[config.mk]
export PLATFORM = sky130hd
export DESIGN_NAME = gpio_irq_latch
export DESIGN_NICKNAME = d
export VERILOG_FILES = /design/src/rtl/gpio_irq_pkg.sv /design/src/rtl/gpio_sync.sv /design/src/rtl/gpio_pin_detect.sv /design/src/rtl/gpio_summary.sv /design/src/rtl/gpio_irq_latch.sv
export SDC_FILE = /design/constraint.sdc
export NUM_CORES = 1
export LEC_CHECK = 0
export BUFFER_PORTS_ARGS = -buffer_cell sky130_fd_sc_hd__buf_2
export CAP_MARGIN = 40
export CELL_PAD_IN_SITES_DETAIL_PLACEMENT = 0
export CELL_PAD_IN_SITES_GLOBAL_PLACEMENT = 1
export CORE_AREA = 4 4 94 96
export CTS_CLUSTER_SIZE = 10
export DETAILED_ROUTE_END_ITERATION = 12
export DIE_AREA = 0 0 98 100
export PLACE_DENSITY = 0.67
export SETUP_SLACK_MARGIN = 0.15
export SLEW_MARGIN = 15
export SYNTH_ARGS = -nofsm -noshare
export SYNTH_HDL_FRONTEND = slang
export SYNTH_SLANG_ARGS = --single-unit
[constraint.sdc]
create_clock -name clk -period 1.4 [get_ports clk]
set_input_delay 0.21 -clock clk [delete_from_list [all_inputs] [get_ports clk]]
set_output_delay 0.21 -clock clk [all_outputs]
set_load 0.005 [all_outputs]
[src/rtl/gpio_irq_pkg.sv]
package gpio_irq_pkg;

   typedef enum logic [1:0] {
      TRIG_LVL_HI = 2'b00,
      TRIG_LVL_LO = 2'b01,
      TRIG_RISE   = 2'b10,
      TRIG_FALL   = 2'b11
   } trig_e;

   typedef struct packed {
      logic  rpt_en;
      logic  cap_en;
      trig_e trig;
   } pin_cfg_t;

   localparam int CFG_W = $bits(pin_cfg_t);

endpackage

[src/rtl/gpio_sync.sv]
module gpio_sync #(
   parameter int WIDTH  = 8,
   parameter int STAGES = 2
) (
   input  logic             clk,
   input  logic             rst_n,
   input  logic [WIDTH-1:0] d,
   output logic [WIDTH-1:0] q
);

   if (STAGES < 2) begin : g_bad_stages
      $error("gpio_sync: STAGES must be at least 2");
   end

   logic [STAGES-1:0][WIDTH-1:0] stage_q;

   for (genvar s = 0; s < STAGES; s++) begin : g_stage
      always_ff @(posedge clk or negedge rst_n) begin
         if (!rst_n) begin
            stage_q[s] <= '0;
         end else if (s == 0) begin
            stage_q[s] <= d;
         end else begin
            stage_q[s] <= stage_q[(s == 0) ? 0 : s-1];
         end
      end
   end

   assign q = stage_q[STAGES-1];

endmodule

[src/rtl/gpio_pin_detect.sv]
module gpio_pin_detect
   import gpio_irq_pkg::*;
(
   input  logic     clk,
   input  logic     rst_n,
   input  logic     pin_s,
   input  pin_cfg_t cfg,
   output logic     evt
);

   logic hist_q;
   logic cond;

   // History runs in every mode, so a mode change always compares
   // against the true previous level.
   always_ff @(posedge clk or negedge rst_n) begin
      if (!rst_n) hist_q <= 1'b0;
      else        hist_q <= pin_s;
   end

   always_comb begin
      unique case (cfg.trig)
         TRIG_LVL_HI: cond = pin_s;
         TRIG_LVL_LO: cond = ~pin_s;
         TRIG_RISE:   cond = pin_s & ~hist_q;
         TRIG_FALL:   cond = ~pin_s & hist_q;
         default:     cond = 1'b0;
      endcase
   end

   assign evt = cfg.cap_en & cond;

endmodule

[src/rtl/gpio_summary.sv]
module gpio_summary #(
   parameter int NUM_PINS = 8
) (
   input  logic                clk,
   input  logic                rst_n,
   input  logic [NUM_PINS-1:0] status,
   input  logic [NUM_PINS-1:0] rpt_en,
   output logic                irq
);

   always_ff @(posedge clk or negedge rst_n) begin
      if (!rst_n) irq <= 1'b0;
      else        irq <= |(status & rpt_en);
   end

endmodule

[src/rtl/gpio_irq_latch.sv]
module gpio_irq_latch
   import gpio_irq_pkg::*;
#(
   parameter int NUM_PINS    = 8,
   parameter int DATA_W      = 8,
   parameter int SYNC_STAGES = 2,
   localparam int ADDR_W     = $clog2(NUM_PINS + 1)
) (
   input  logic                clk,
   input  logic                rst_n,
   input  logic [NUM_PINS-1:0] gpio_in,
   input  logic                reg_valid,
   input  logic                reg_write,
   input  logic [ADDR_W-1:0]   reg_addr,
   input  logic [DATA_W-1:0]   reg_wdata,
   output logic [DATA_W-1:0]   reg_rdata,
   output logic                irq_out
);

   localparam int STATUS_ADDR = NUM_PINS;

   if (NUM_PINS < 1) begin : g_bad_pins
      $error("gpio_irq_latch: NUM_PINS must be at least 1");
   end
   if (DATA_W < NUM_PINS || DATA_W < CFG_W) begin : g_bad_width
      $error("gpio_irq_latch: DATA_W too narrow for status or settings");
   end

   pin_cfg_t [NUM_PINS-1:0] cfg_q;
   logic [NUM_PINS-1:0]     status_q;
   logic [NUM_PINS-1:0]     evt_vec;
   logic [NUM_PINS-1:0]     ack_vec;
   logic [NUM_PINS-1:0]     cap_en_vec;
   logic [NUM_PINS-1:0]     rpt_en_vec;
   logic [NUM_PINS-1:0]     pin_s;
   logic [DATA_W-1:0]       rd_mux;
   logic                    wr_req;
   logic                    rd_req;
   logic                    unused_wdata;

   assign wr_req       = reg_valid & reg_write;
   assign rd_req       = reg_valid & ~reg_write;
   assign unused_wdata = ^reg_wdata;

   gpio_sync #(.WIDTH(NUM_PINS), .STAGES(SYNC_STAGES)) u_sync (
      .clk   (clk),
      .rst_n (rst_n),
      .d     (gpio_in),
      .q     (pin_s)
   );

   for (genvar i = 0; i < NUM_PINS; i++) begin : g_pin
      always_ff @(posedge clk or negedge rst_n) begin
         if (!rst_n) begin
            cfg_q[i] <= '0;
         end else if (wr_req && reg_addr == ADDR_W'(i)) begin
            cfg_q[i] <= pin_cfg_t'(reg_wdata[CFG_W-1:0]);
         end
      end

      gpio_pin_detect u_det (
         .clk   (clk),
         .rst_n (rst_n),
         .pin_s (pin_s[i]),
         .cfg   (cfg_q[i]),
         .evt   (evt_vec[i])
      );

      assign cap_en_vec[i] = cfg_q[i].cap_en;
      assign rpt_en_vec[i] = cfg_q[i].rpt_en;
   end

   assign ack_vec = (wr_req && reg_addr == ADDR_W'(STATUS_ADDR))
                    ? reg_wdata[NUM_PINS-1:0] : '0;

   // New events override a clear in the same cycle.
   always_ff @(posedge clk or negedge rst_n) begin
      if (!rst_n) status_q <= '0;
      else        status_q <= (status_q & ~ack_vec) | evt_vec;
   end

   gpio_summary #(.NUM_PINS(NUM_PINS)) u_sum (
      .clk    (clk),
      .rst_n  (rst_n),
      .status (status_q),
      .rpt_en (rpt_en_vec),
      .irq    (irq_out)
   );

   always_comb begin
      rd_mux = '0;
      if (reg_addr == ADDR_W'(STATUS_ADDR)) begin
         rd_mux[NUM_PINS-1:0] = status_q;
      end
      for (int i = 0; i < NUM_PINS; i++) begin
         if (reg_addr == ADDR_W'(i)) rd_mux[CFG_W-1:0] = cfg_q[i];
      end
   end

   always_ff @(posedge clk or negedge rst_n) begin
      if (!rst_n)      reg_rdata <= '0;
      else if (rd_req) reg_rdata <= rd_mux;
   end

endmodule

Word level (Yosys, flattened, before mapping)
Cells that the tools add are included.
Word-level totals
  register bits after elaboration: 73
  bits of input ports: 24
  output and inout port bits: 9
  word-level logic and storage cells: 153
Cells by class
  eq/ne operators: 32
  multiplexer cells: 18
  bitwise operators: 47
  reductions and logical operators: 19
Operator list (number)
  equality test 2 bit (second input constant): 16
  2-to-1 mux 4 bit: 8
  one-hot mux 1 bit (4 select lines): 8
  bitwise AND 1 bit: 26
  NOT 1 bit: 17
  bitwise AND 8 bit: 2
  equality test 2 x 1 -> 1 bit (second input constant): 8
  equality test 4 x 3 -> 1 bit (second input constant): 4
  logical NOT 2 bit: 8
  2-to-1 mux 8 bit: 2
  logical AND 1 bit: 9
  equality test 4 x 2 -> 1 bit (second input constant): 2
  NOT 8 bit: 1
  OR 8 bit: 1
  OR reduction 8 bit: 1
  equality test 4 x 1 -> 1 bit (second input constant): 1
  equality test 4 bit (second input constant): 1
  logical NOT 4 bit: 1

Logic depth before layout (Yosys ltp)
Gate-level depths: netlist of the first run.
  depth in word-level cells: 10
  mapped depth: 7
  gate-level depth less buffers: 5

By module
Synthesis of the first run repeated with hierarchy kept, for this count alone.
Second synthesis, totals
  cells, all modules: 282
  area total of the unflattened synthesis: 3244.4 um^2
Modules (own cells, without submodules)
  gpio_irq_latch: instances 1, cells each 204, area an instance 2272.2 um^2, sequential area each 1201.2 um^2
  gpio_sync: instances 1, cells each 24, area an instance 460.4 um^2, sequential area each 400.4 um^2
  gpio_pin_detect: instances 8, cells each 6, area an instance 56.3 um^2, sequential area each 25.0 um^2
  gpio_summary: instances 1, cells each 6, area an instance 61.3 um^2, sequential area each 25.0 um^2

Least setup slack after synthesis of the first run
No wires, ideal clock.
  kind: register -> register
  start: register cfg_q[19] (netlist bit)
  end: register reg_rdata[3]
  setup time: 0.123 ns
  arrival: 1.307 ns
  path slack: -0.029 ns
  cell stages (with the launch flop): 6
  buffers on the path: 0
  clock period less this slack: 1.429 ns
  cell sequence: dfrtp_1 > nor2b_1 > a211o_1 > a222oi_1 > o221ai_1 > o221a_2
On the way
  word-level cells in the longest chain between the ends: 4
RTL lines
  from (decl): RTL line gpio_irq_latch.sv:29  | pin_cfg_t [NUM_PINS-1:0] cfg_q;
  from (signal, indexed assignment): RTL line gpio_irq_latch.sv:57  | cfg_q[i] <= pin_cfg_t'(reg_wdata[CFG_W-1:0]);
  2-to-1 mux 4 bit (4 in a row): RTL line gpio_irq_latch.sv:96  | if (reg_addr == ADDR_W'(i)) rd_mux[CFG_W-1:0] = cfg_q[i];
  to (signal assigned): RTL line gpio_irq_latch.sv:102  | else if (rd_req) reg_rdata <= rd_mux;
  to (decl): RTL line gpio_irq_latch.sv:16  | output logic [DATA_W-1:0] reg_rdata,
No other way between the ends.
A chain may end at the register's enable or synchronous reset.

Final worst setup path of the first run
Ends and elaborated chain as after synthesis.

==> results by group, run 1 <==
Power and ir drop
  – Combinational Power Share: 17.7%
  – Leakage: 1.925 nW
  – Sw Share: 25.41%
  – Worst VDD drop: 0.001014 V
  – Psw: 0.001435 W
  – PwrDens: 1347 nW/um2
  – Sequential power share: 47.0%
  – Clock power frac: 35.3%
  – Internal: 0.004213 W

CTS
  – Number of buffers created by CTS: 9
  – Clk_lat worst skew: 0.35 ns
  – CTS tree: done
  – Root Buffer Master: clkbuf_8
  – # H-tree levels: 3
  – CTS Buffer Depth: 2
  – CTS clk-pin slew, worst paths: 0.08 ns
  – Total clock sinks: 73

Layout
  – Syn-to-layout area delta: 33.40%
  – Commonest non-fill, non-tap cell in the layout: dfrtp_1
  – Filler cells: 747
  – Most frequent cells in the layout: dfrtp_1 (73), buf_4 (51), nand2_1 (29), buf_2 (29), mux2_2 (28)
  – Share of cells above drive strength 1: 42.54%
  – Layout Nets: 374
  – Antenna cell count: 0

Route
  – Drt total wl: 7577 um
  – # DRC: 0
  – Initial DRC count: 138
  – Via Count: 2328
  – Post-DRT Antenna Nets: 0
  – WL/cell: 16.47 um
  – Vias per cell: 5.061
  – Initial DRT Pass Iterations: 4

Yosys
  – Yosys warnings: 0
  – FF+latch count, synth: 73
  – Synth area leaders: dfrtp_1 (58%), mux2_2 (11%), nand2_1 (3.6%)
  – Synth Area per Inst: 12.28 um2
  – Syn nets: 280
  – Post-synth EDFFs: 0
  – Post-synth top area share: 58.12%
  – Async SR Flop Fraction: 100.0%
  – Sequential-to-total area share from yosys stat: 58.12%
  – Netlist cell types: 37
  – Mapped Area: 3143 um2
  – Dominant synthesized flop cell: dfrtp_1
  – Cell taking the most area after synthesis: dfrtp_1
  – Gate Count Post-Synth: 256

Critical path
  – CP Data Arrival Time: 1.72 ns
  – Slowest stage delay, CP: 0.38 ns
  – Worst-path maximum fanout: 2
  – Crit path required time: 1.64 ns
  – R2R depth: 5
  – Start point of the critical path: cfg_q[19]$_DFFE_PN0P_
  – CP Capture Type: flip-flop
  – FF-to-FF Start: cfg_q[19]$_DFFE_PN0P_
  – Critical path cell sequence: nor2b_4 > a211o_1 > a222oi_1 > o221ai_1 > o221a_2
  – CP startpoint kind: flip-flop
  – Worst path slowest cell: dfrtp_1
  – Setup CP Type: reg2reg

Placed design
  – Buffers on Ports: 32
  – Pre-CTS WS: -0.2117 ns
  – Final HPWL DP: 5539 um
  – Gp weighted congestion: 0.8952

Outcome
  – Status: finished, violations left
  – Failing checks: setup timing

Die
  – Area of the core: 8051 um2
  – FP Rows: 33
  – Die area: 9800 um2
  – I/O pin cnt: 33
  – Die Ht: 100 um
  – Initial core utilization: 39.04%
  – Die W: 98 um

Hold path
  – Min-Delay Path Class: in2reg
  – Worst hold start: reg_wdata[4]
  – WHS Path Cells: 3

Timing
  – Setup-failing EPs final: 1
  – Final Max Tran Viols: 0
  – Highest clock rate: 0.6782 GHz
  – Layout Skew: 0.01011 ns
  – Final hold violations: 0
  – Final period demand of the worst path: 1.475 ns
  – Worst-margin pin slew: 0.4315 ns
  – RSZ-0062 raised after global routing: yes
  – Worst setup margin: -0.07457 ns
  – Period utilization: 105.3%
  – Max_slew headroom: 71.13%
  – WHS: 0.1462 ns

Global route
  – Number of global-route vias before repair: 2409
  – GRT overflow: 0
  – Largest net degree at the start of global routing: 74
  – Initial antenna violation count: 0
  – GRT Util Overall: 16.70%
  – First-pass GRT wire length: 12530 um

Job
  – Max_cap viols: 0
[cells in the mapped netlist (all sizes together) (5+ instances only)]
library cell,n
a22o,10
a21oi,11
buf,8
mux2,32
o21ai,19
nand2b,5
nor3,7
inv,8
nor2,8
o221a,5
dfrtp,73
nand2,30
[power groups by stage]
stage	sequential, W	clock [W]	combinational, W
after detailed placement	0.00270	0	0.000965
after floorplan	0.00262	0	0.000541
after CTS	0.00266	0.00205	0.00100
final	0.00266	0.00199	0.00100
after global routing	0.00269	0.00216	0.00110
after global placement	0.00269	0	0.000949
[critical path, delay by kind of cell, from the launching register on]
kind            cells  cell delay, ns
compound gates      4            0.87
flops               1            0.38
simple gates        1            0.13
[metal layers]
| metal | routed length (um) | vias to the layer above | track usage [%] |
|---|---|---|---|
| li1 | - | 1123 | - |
| met5 | 0 | - | 0 |
| met1 | 3849 | 1153 | 23.64 |
| met3 | 293 | 6 | 4.795 |
| met4 | 56 | 0 | 4.899 |
| met2 | 3378 | 46 | 25.08 |
[path summary, 6_finish.rpt]
path,to,slack (ns)
min in group asynchronous,u_sync.q[4]$_DFF_PN0_,0.42
max,reg_rdata[3]$_DFFE_PN0P_,-0.07
min,status_q[4]$_DFF_PN0_,0.15
max reg2reg,reg_rdata[3]$_DFFE_PN0P_,-0.07
max in group asynchronous,u_sync.stage_q[6]$_DFF_PN0_,0.67
min reg2reg,u_sync.q[6]$_DFF_PN0_,0.35
[metrics by stage]
stage                     power [W]  instances  cell area [um2]  TNS (ns)  util (%)
final                      0.005649        460             4193  -0.07457     52.07
after global routing       0.005956        460             4193   -0.1314     52.07
after CTS                  0.005711        459             4167  -0.05722     51.75
after detailed placement   0.003663        434             3819    -5.078     47.43
after global placement     0.003644        434             3819    -4.812     47.43
after floorplan            0.003162        256             3208         0         -
[state kept, by name, indices dropped and copies added, names as in the netlist]
name                cells
cfg_q                  24
cap_en_vec              8
g_pin.u_det.hist_q      8
reg_rdata               8
status_q                8
u_sync.q                8
u_sync.stage_q          8
u_sum.irq               1
[cell families (layout without fill, tap and decap cells)]
logic type	Yosys count	in the layout	share of synthesized area [%]
and+or+nand+nor	70	70	12.94
DFF	73	73	58.12
buffers and inverters	17	116	2.866
xor gates and xnor gates	4	4	1.115
AOI/OAI and AO/OA	60	60	13.50
muxes	32	32	11.47
[layout make-up]
class | count | area (um2) | share of cell area [%]
inverters | 8 | 30.03 | 0.7162
well taps | 105 | 131.4 | 3.133
clock buffers | 11 | 141.4 | 3.372
clock inverters | 5 | 102.6 | 2.447
repair buffers | 92 | 669.4 | 15.97
multi-input cells | 166 | 1291 | 30.80
flip-flops and latches | 73 | 1827 | 43.57
[repair_timing]
action / in CTS / in global routing
gates resized for setup: 2 / 9
hold buffers: 9 / 0
pin swaps: 4 / 1
endpoints found under the hold margin: 81 / 0
setup endpoints to repair: 4 / 23
setup buffers: 0 / 1
gates cloned: 0 / 0
(Power assumes the default switching activity.)
==> run 2: changes to the inputs <==
Clock period 1.4 ns to 1.2 ns, I/O delays scaled along.
==> results by group, run 2 (synthesis results as in run 1) <==
CTS
  – Root Buffer Master: clkbuf_8
  – CTS Buffer Depth: 2 (unchanged)
  – CTS clk-pin slew, worst paths: 0.07 ns (about the same)
  – # H-tree levels: 3 (unchanged)
  – Clk_lat worst skew: 0.34 ns (about the same)
  – Number of buffers created by CTS: 9 (unchanged)
  – Total clock sinks: 73 (unchanged)
  – CTS tree: done

Placed design
  – Pre-CTS WS: -0.3909 ns (-0.1792 ns)
  – Buffers on Ports: 32 (unchanged)
  – Placed Area: 3941 um2 (+3.2%)
  – Gp weighted congestion: 0.8743 (-2.3%)
  – Final HPWL DP: 5620 um (+1.5%)

Hold path
  – Min-Delay Path Class: in2reg
  – WHS Path Cells: 3 (unchanged)
  – Worst hold start: reg_wdata[6]
  – Worst Hold End: status_q[6]$_DFF_PN0_

Die
  – I/O pin cnt: 33 (unchanged)
  – Initial core utilization: 39.04% (unchanged)
  – Die W: 98 um (unchanged)
  – Die area: 9800 um2 (unchanged)
  – FP Rows: 33 (unchanged)
  – Area of the core: 8051 um2 (unchanged)
  – Die Ht: 100 um (unchanged)

Route
  – Initial DRC count: 103 (-25%)
  – Initial DRT Pass Iterations: 4 (unchanged)
  – Vias per cell: 4.963 (-1.9%)
  – Via Count: 2417 (+3.8%)
  – # DRC: 0 (unchanged)
  – Drt total wl: 8196 um (+8.2%)
  – Post-DRT Antenna Nets: 0 (unchanged)
  – WL/cell: 16.83 um (+2.2%)

Layout
  – Commonest non-fill, non-tap cell in the layout: dfrtp_1
  – Share of cells above drive strength 1: 52.09% (+9.6 points)
  – Top reg by flops: cfg_q
  – Final Instance Area: 4541 um2 (+8.3%)
  – Antenna cell count: 0 (unchanged)
  – Layout Nets: 402 (+7.5%)
  – Syn-to-layout area delta: 44.47%
  – Final core utilization: 56.39% (+4.3 points)
  – Number of flip-flops in the largest register: 24 (unchanged)
  – Most frequent cells in the layout: dfrtp_1 (73), buf_4 (63), buf_2 (25)
  – Filler cells: 697 (-6.7%)

Critical path
  – Crit path required time: 1.43 ns (-0.21 ns)
  – Slowest stage delay, CP: 0.38 ns (about the same)
  – R2r setup slk: -0.23 ns (-0.16 ns)
  – Setup CP Type: reg2reg
  – CP Data Arrival Time: 1.66 ns (-0.06 ns)
  – Worst path slowest cell: dfrtp_1
  – Critical path cell sequence: nor2b_4 > or3b_1 > a31oi_1 > o221ai_1 > o221a_2
  – Critical path's top delay family: compound AO/OA/AOI/OAI gates
  – Worst-path maximum fanout: 2 (unchanged)
  – FF-to-FF Start: cfg_q[19]$_DFFE_PN0P_
  – R2R depth: 5 (unchanged)
  – CP startpoint kind: flip-flop
  – Reg-to-Reg End: reg_rdata[3]$_DFFE_PN0P_
  – CP Capture Type: flip-flop
  – Worst path bufs/invs: 0 (unchanged)

Timing
  – Setup-failing EPs final: 4 (+3)
  – Fin Setup TNS: -0.5679 ns (-0.4933 ns)
  – RSZ-0062 raised after global routing: yes
  – Final Max Tran Viols: 0 (unchanged)
  – Period utilization: 119.3% (+14 points)
  – Layout Skew: 0.007679 ns (-0.002434 ns)
  – Final hold violations: 0 (unchanged)
  – Worst setup margin: -0.2319 ns (-0.1574 ns)
  – Max_slew headroom: 74.28% (+3.2 points)
  – Worst-margin pin slew: 0.3858 ns (-0.04574 ns)
  – Final period demand of the worst path: 1.432 ns (-0.04264 ns)
  – Highest clock rate: 0.6984 GHz (+3.0%)

Global route
  – First-pass GRT wire length: 13270 um (+5.9%)
  – M3 GR Usage: 3.822% (-0.97 points)
  – GRT overflow: 0 (unchanged)
  – Number of global-route vias before repair: 2558 (+6.2%)
  – Most crowded layer after global routing: met2
  – GRT Util Overall: 17.53% (+0.83 points)
  – Initial antenna violation count: 0 (unchanged)
  – Largest net degree at the start of global routing: 74 (unchanged)
  – Met1 usage: 24.07% (+0.43 points)
  – GRT met2 Usage: 27.02% (+1.9 points)

Power and ir drop
  – Worst VDD drop: 0.0008309 V (-18%)
  – Leakage: 2.099 nW (+9.0%)
  – PwrDens: 1386 nW/um2 (+2.9%)
  – Total power: 0.006292 W (+11%)

Outcome
  – Status: finished, violations left
  – Failing checks: setup timing

Job
  – Max_cap viols: 0 (unchanged)
[run 2: cell count changes in the layout (fill, tap and decap cells not counted), sizes merged]
cell / before / now
buf: 83 / 108
bufinv: 3 / 0
clkbuf: 11 / 14
clkinv: 1 / 4
clkinvlp: 1 / 0
[run 2: worst register-to-register path, stage by stage, from the launching register on]
cell and delay (ns):
dfrtp_1 0.38, nor2b_4 0.13, or3b_1 0.33, a31oi_1 0.20
o221ai_1 0.15, o221a_2 0.14
[run 2: routing by layer]
metal	wire length (um)	vias to the layer above	part of all wire, %
li1	-	1179	-
met1	3765	1173	46
met2	3849	50	47
met3	400	15	4.9
met4	180	0	2.2
met5	0	-	0
[run 2: where the power goes]
part / switching, W / internal (W)
Combinational: 0.000628 / 0.000932
Clock: 0.000860 / 0.000782
Sequential: 0.000278 / 0.00281
[run 2: cell type report]
type	count	area [um2]	area share, %
clock buffers	11	141.4	3.114
repair buffers	120	967.2	21.30
multi-input cells	166	1421	31.30
flip-flops and latches	73	1827	40.23
inverters	8	32.53	0.7165
well taps	105	131.4	2.893
clock inverters	4	20.02	0.4409
[run 2: how the worst max path moves through the flow]
| stage | cells past startpoint | start | end |
|---|---|---|---|
| 4_1_cts | 5 | cfg_q[19]$_DFFE_PN0P_ | reg_rdata[3]$_DFFE_PN0P_ |
| 3_5_place_dp | 7 | reg_addr[1] | status_q[4]$_DFF_PN0_ |
| 5_1_grt | 5 | cfg_q[19]$_DFFE_PN0P_ | reg_rdata[3]$_DFFE_PN0P_ |
| 3_3_place_gp | 7 | reg_addr[1] | status_q[6]$_DFF_PN0_ |
| 2_1_floorplan | 5 | cfg_q[19]$_DFFE_PN0P_ | reg_rdata[3]$_DFFE_PN0P_ |
| 6_report | 5 | cfg_q[19]$_DFFE_PN0P_ | reg_rdata[3]$_DFFE_PN0P_ |
[run 2: metrics by stage]
stage                     hold slack [ns]  cells
after floorplan                   -0.1156    256
after detailed placement           0.2259    438
after CTS                          0.1217    472
after global placement             0.2249    438
final                              0.1321    487
after global routing               0.1223    487
[run 2: what timing repair did]
action | CTS | global route
pin swaps | 11 | 21
hold buffers | 9 | 0
setup endpoints to repair | 35 | 29
endpoints found under the hold margin | 81 | 0
cloned | 0 | 0
setup buffers | 10 | 15
gates resized for setup | 23 | 38
==> run 3: changes to the inputs <==
==> constraint.sdc (replaced) <==
create_clock -name clk -period 1.2 [get_ports clk]
set_input_delay 0.06 -clock clk [delete_from_list [all_inputs] [get_ports clk]]
set_output_delay 0.06 -clock clk [all_outputs]
set_load 0.005 [all_outputs]
==> results by group, run 3 (synthesis results as in run 1) <==
Outcome
  – Status: finished, violations left
  – Failing checks: setup timing

Power and ir drop
  – Sequential power share: 44.8% (-4.3 points)
  – Internal: 0.005103 W (+13%)
  – Clock power frac: 34.2% (+8.1 points)
  – PwrDens: 1565 nW/um2 (+13%)
  – Leakage: 2.016 nW (-4.0%)
  – Combinational Power Share: 21.1% (-3.7 points)
  – Sw Share: 26.18% (-1.9 points)
  – Worst VDD drop: 0.0006810 V (-18%)
  – Psw: 0.001810 W (+2.5%)

Die
  – Die Ht: 100 um (unchanged)
  – Area of the core: 8051 um2 (unchanged)
  – Die W: 98 um (unchanged)
  – FP Rows: 33 (unchanged)
  – Die area: 9800 um2 (unchanged)
  – Initial core utilization: 39.04% (unchanged)
  – I/O pin cnt: 33 (unchanged)

Timing
  – WHS: 0.08336 ns (-0.04871 ns)
  – Worst setup margin: -0.2292 ns (+0.002701 ns)
  – Setup-failing EPs final: 4 (unchanged)
  – Final Max Tran Viols: 0 (unchanged)
  – Period utilization: 119.1% (-0.23 points)
  – Final hold violations: 0 (unchanged)
  – Final period demand of the worst path: 1.429 ns (-0.002701 ns)
  – Fin Setup TNS: -0.5589 ns (+0.008993 ns)
  – RSZ-0062 raised after global routing: yes
  – Layout Skew: 0.009082 ns (+0.001403 ns)
  – Max_slew headroom: 72.94% (-1.3 points)
  – Highest clock rate: 0.6997 GHz (+0.19%)
  – Worst-margin pin slew: 0.4059 ns (+0.02014 ns)

CTS
  – CTS Buffer Depth: 2 (unchanged)
  – Clk_lat worst skew: 0.35 ns (about the same)
  – CTS clk-pin slew, worst paths: 0.08 ns (about the same)
  – # H-tree levels: 3 (unchanged)
  – Total clock sinks: 73 (unchanged)
  – Root Buffer Master: clkbuf_8
  – CTS tree: done
  – Number of buffers created by CTS: 9 (unchanged)

Route
  – Initial DRT Pass Iterations: 4 (unchanged)
  – Drt total wl: 8008 um (-2.3%)
  – WL/cell: 16.82 um (about the same)
  – Post-DRT Antenna Nets: 0 (unchanged)
  – Vias per cell: 5.084 (+2.4%)
  – Via Count: 2420 (+0.12%)
  – # DRC: 0 (unchanged)
  – Initial DRC count: 110 (+6.8%)

Layout
  – Final Instance Area: 4417 um2 (-2.7%)
  – Layout Nets: 390 (-3.0%)
  – Syn-to-layout area delta: 40.53%
  – Number of flip-flops in the largest register: 24 (unchanged)
  – Top reg by flops: cfg_q
  – Antenna cell count: 0 (unchanged)
  – Most frequent cells in the layout: dfrtp_1 (72), buf_4 (55), buf_2 (31)
  – Commonest non-fill, non-tap cell in the layout: dfrtp_1
  – Share of cells above drive strength 1: 47.98% (-4.1 points)
  – Filler cells: 693 (-0.57%)

Placed design
  – Buffers on Ports: 32 (unchanged)
  – Gp weighted congestion: 0.8924 (+2.1%)
  – Final HPWL DP: 5762 um (+2.5%)
  – Placed Area: 3950 um2 (+0.22%)

Critical path
  – R2R depth: 5 (unchanged)
  – FF-to-FF Start: cfg_q[19]$_DFFE_PN0P_
  – Worst-path maximum fanout: 2 (unchanged)
  – Worst path bufs/invs: 0 (unchanged)
  – R2r setup slk: -0.23 ns (about the same)
  – Reg-to-Reg End: reg_rdata[3]$_DFFE_PN0P_
  – Critical path cell sequence: nor2b_4 > a211o_1 > a222oi_1 > o221ai_1 > o221a_2
  – Critical path's top delay family: compound AO/OA/AOI/OAI gates
  – Worst path slowest cell: dfrtp_1
  – CP Data Arrival Time: 1.67 ns (about the same)
  – CP startpoint kind: flip-flop
  – CP Capture Type: flip-flop
  – Crit path required time: 1.45 ns (+0.02 ns)
  – Slowest stage delay, CP: 0.38 ns (about the same)
  – Setup CP Type: reg2reg

Global route
  – Number of global-route vias before repair: 2492 (-2.6%)
  – GRT Util Overall: 17.65% (+0.12 points)
  – Largest net degree at the start of global routing: 74 (unchanged)
  – GRT overflow: 0 (unchanged)
  – Initial antenna violation count: 0 (unchanged)
  – First-pass GRT wire length: 13350 um (+0.63%)

Job
  – Max_cap viols: 0 (unchanged)

Hold path
  – Min-Delay Path Class: in2reg
  – WHS Path Cells: 3 (unchanged)
  – Worst Hold End: cfg_q[21]$_DFFE_PN0P_
  – Worst hold start: reg_wdata[1]
[run 3: cell count changes in the layout (fill, tap and decap cells not counted), sizes merged]
cell         previous run  this run
clkbuf                 14        11
buf                   108        95
bufinv                  0         3
clkinvlp                0         1
dlygate4sd3             9        13
clkinv                  4         1
[run 3: worst min-delay path: cells and delay by family]
family                 cells  cell delay, ns
AO/OA/AOI/OAI              1            0.07
buffers and inverters      1            0.19
AND/OR/NAND/NOR            1            0.08
[run 3: worst max path at each step]
stage | start | endpoint | slack (ns) | depth (start not counted)
after floorplan | cfg_q[19]$_DFFE_PN0P_ | reg_rdata[3]$_DFFE_PN0P_ | -0.14 | 5
after global placement | reg_addr[1] | status_q[2]$_DFF_PN0_ | -0.20 | 8
after detailed placement | cfg_q[19]$_DFFE_PN0P_ | reg_rdata[3]$_DFFE_PN0P_ | -0.21 | 5
after CTS | cfg_q[19]$_DFFE_PN0P_ | reg_rdata[3]$_DFFE_PN0P_ | -0.23 | 5
after global routing | cfg_q[19]$_DFFE_PN0P_ | reg_rdata[3]$_DFFE_PN0P_ | -0.35 | 5
final | cfg_q[19]$_DFFE_PN0P_ | reg_rdata[3]$_DFFE_PN0P_ | -0.23 | 5
[run 3: what timing repair did]
item                                   in CTS  in global routing
hold buffers                               13                  0
setup endpoints to repair                  11                 12
pin swaps                                   5                 11
gates resized for setup                    23                 16
endpoints found under the hold margin      85                  0
setup buffers                               1                  1
[run 3: area by class of cell]
type | count | area, um2 | area share [%]
Sequential cell | 73 | 1828 | 41.39
Multi-Input combinational cell | 166 | 1361 | 30.82
Timing Repair Buffer | 108 | 817.0 | 18.50
Clock buffer | 11 | 141.4 | 3.201
Tap cell | 105 | 131.4 | 2.975
Clock inverter | 5 | 102.6 | 2.323
Inverter | 8 | 35.03 | 0.7932
[run 3: routing by layer]
layer  up-vias  track usage, %  part of all wire, %
met2        53           27.54                   46
met4         0           6.070                  1.5
met1      1199           25.09                   49
li1       1158               -                    -
met5         -               0                    0
met3        10           2.919                  4.1
[run 3: per-stage QoR]
step / instances / total power, W / worst slack [ns] / utilization [%]
after detailed placement: 446 / 0.004433 / -0.2067 / 49.06
after CTS: 476 / 0.006911 / -0.2261 / 54.30
final: 476 / 0.006913 / -0.2292 / 54.86
after floorplan: 256 / 0.003722 / -0.1370 / -
after global placement: 446 / 0.004404 / -0.2049 / 49.06
after global routing: 476 / 0.007248 / -0.3460 / 54.86
[run 3: power by group through the flow]
stage	Sequential [W]	Combinational, W	Clock, W
final	0.00309	0.00146	0.00236
after global routing	0.00314	0.00160	0.00251
after CTS	0.00309	0.00142	0.00241
after detailed placement	0.00313	0.00131	0
after global placement	0.00312	0.00128	0
after floorplan	0.00306	0.000663	0
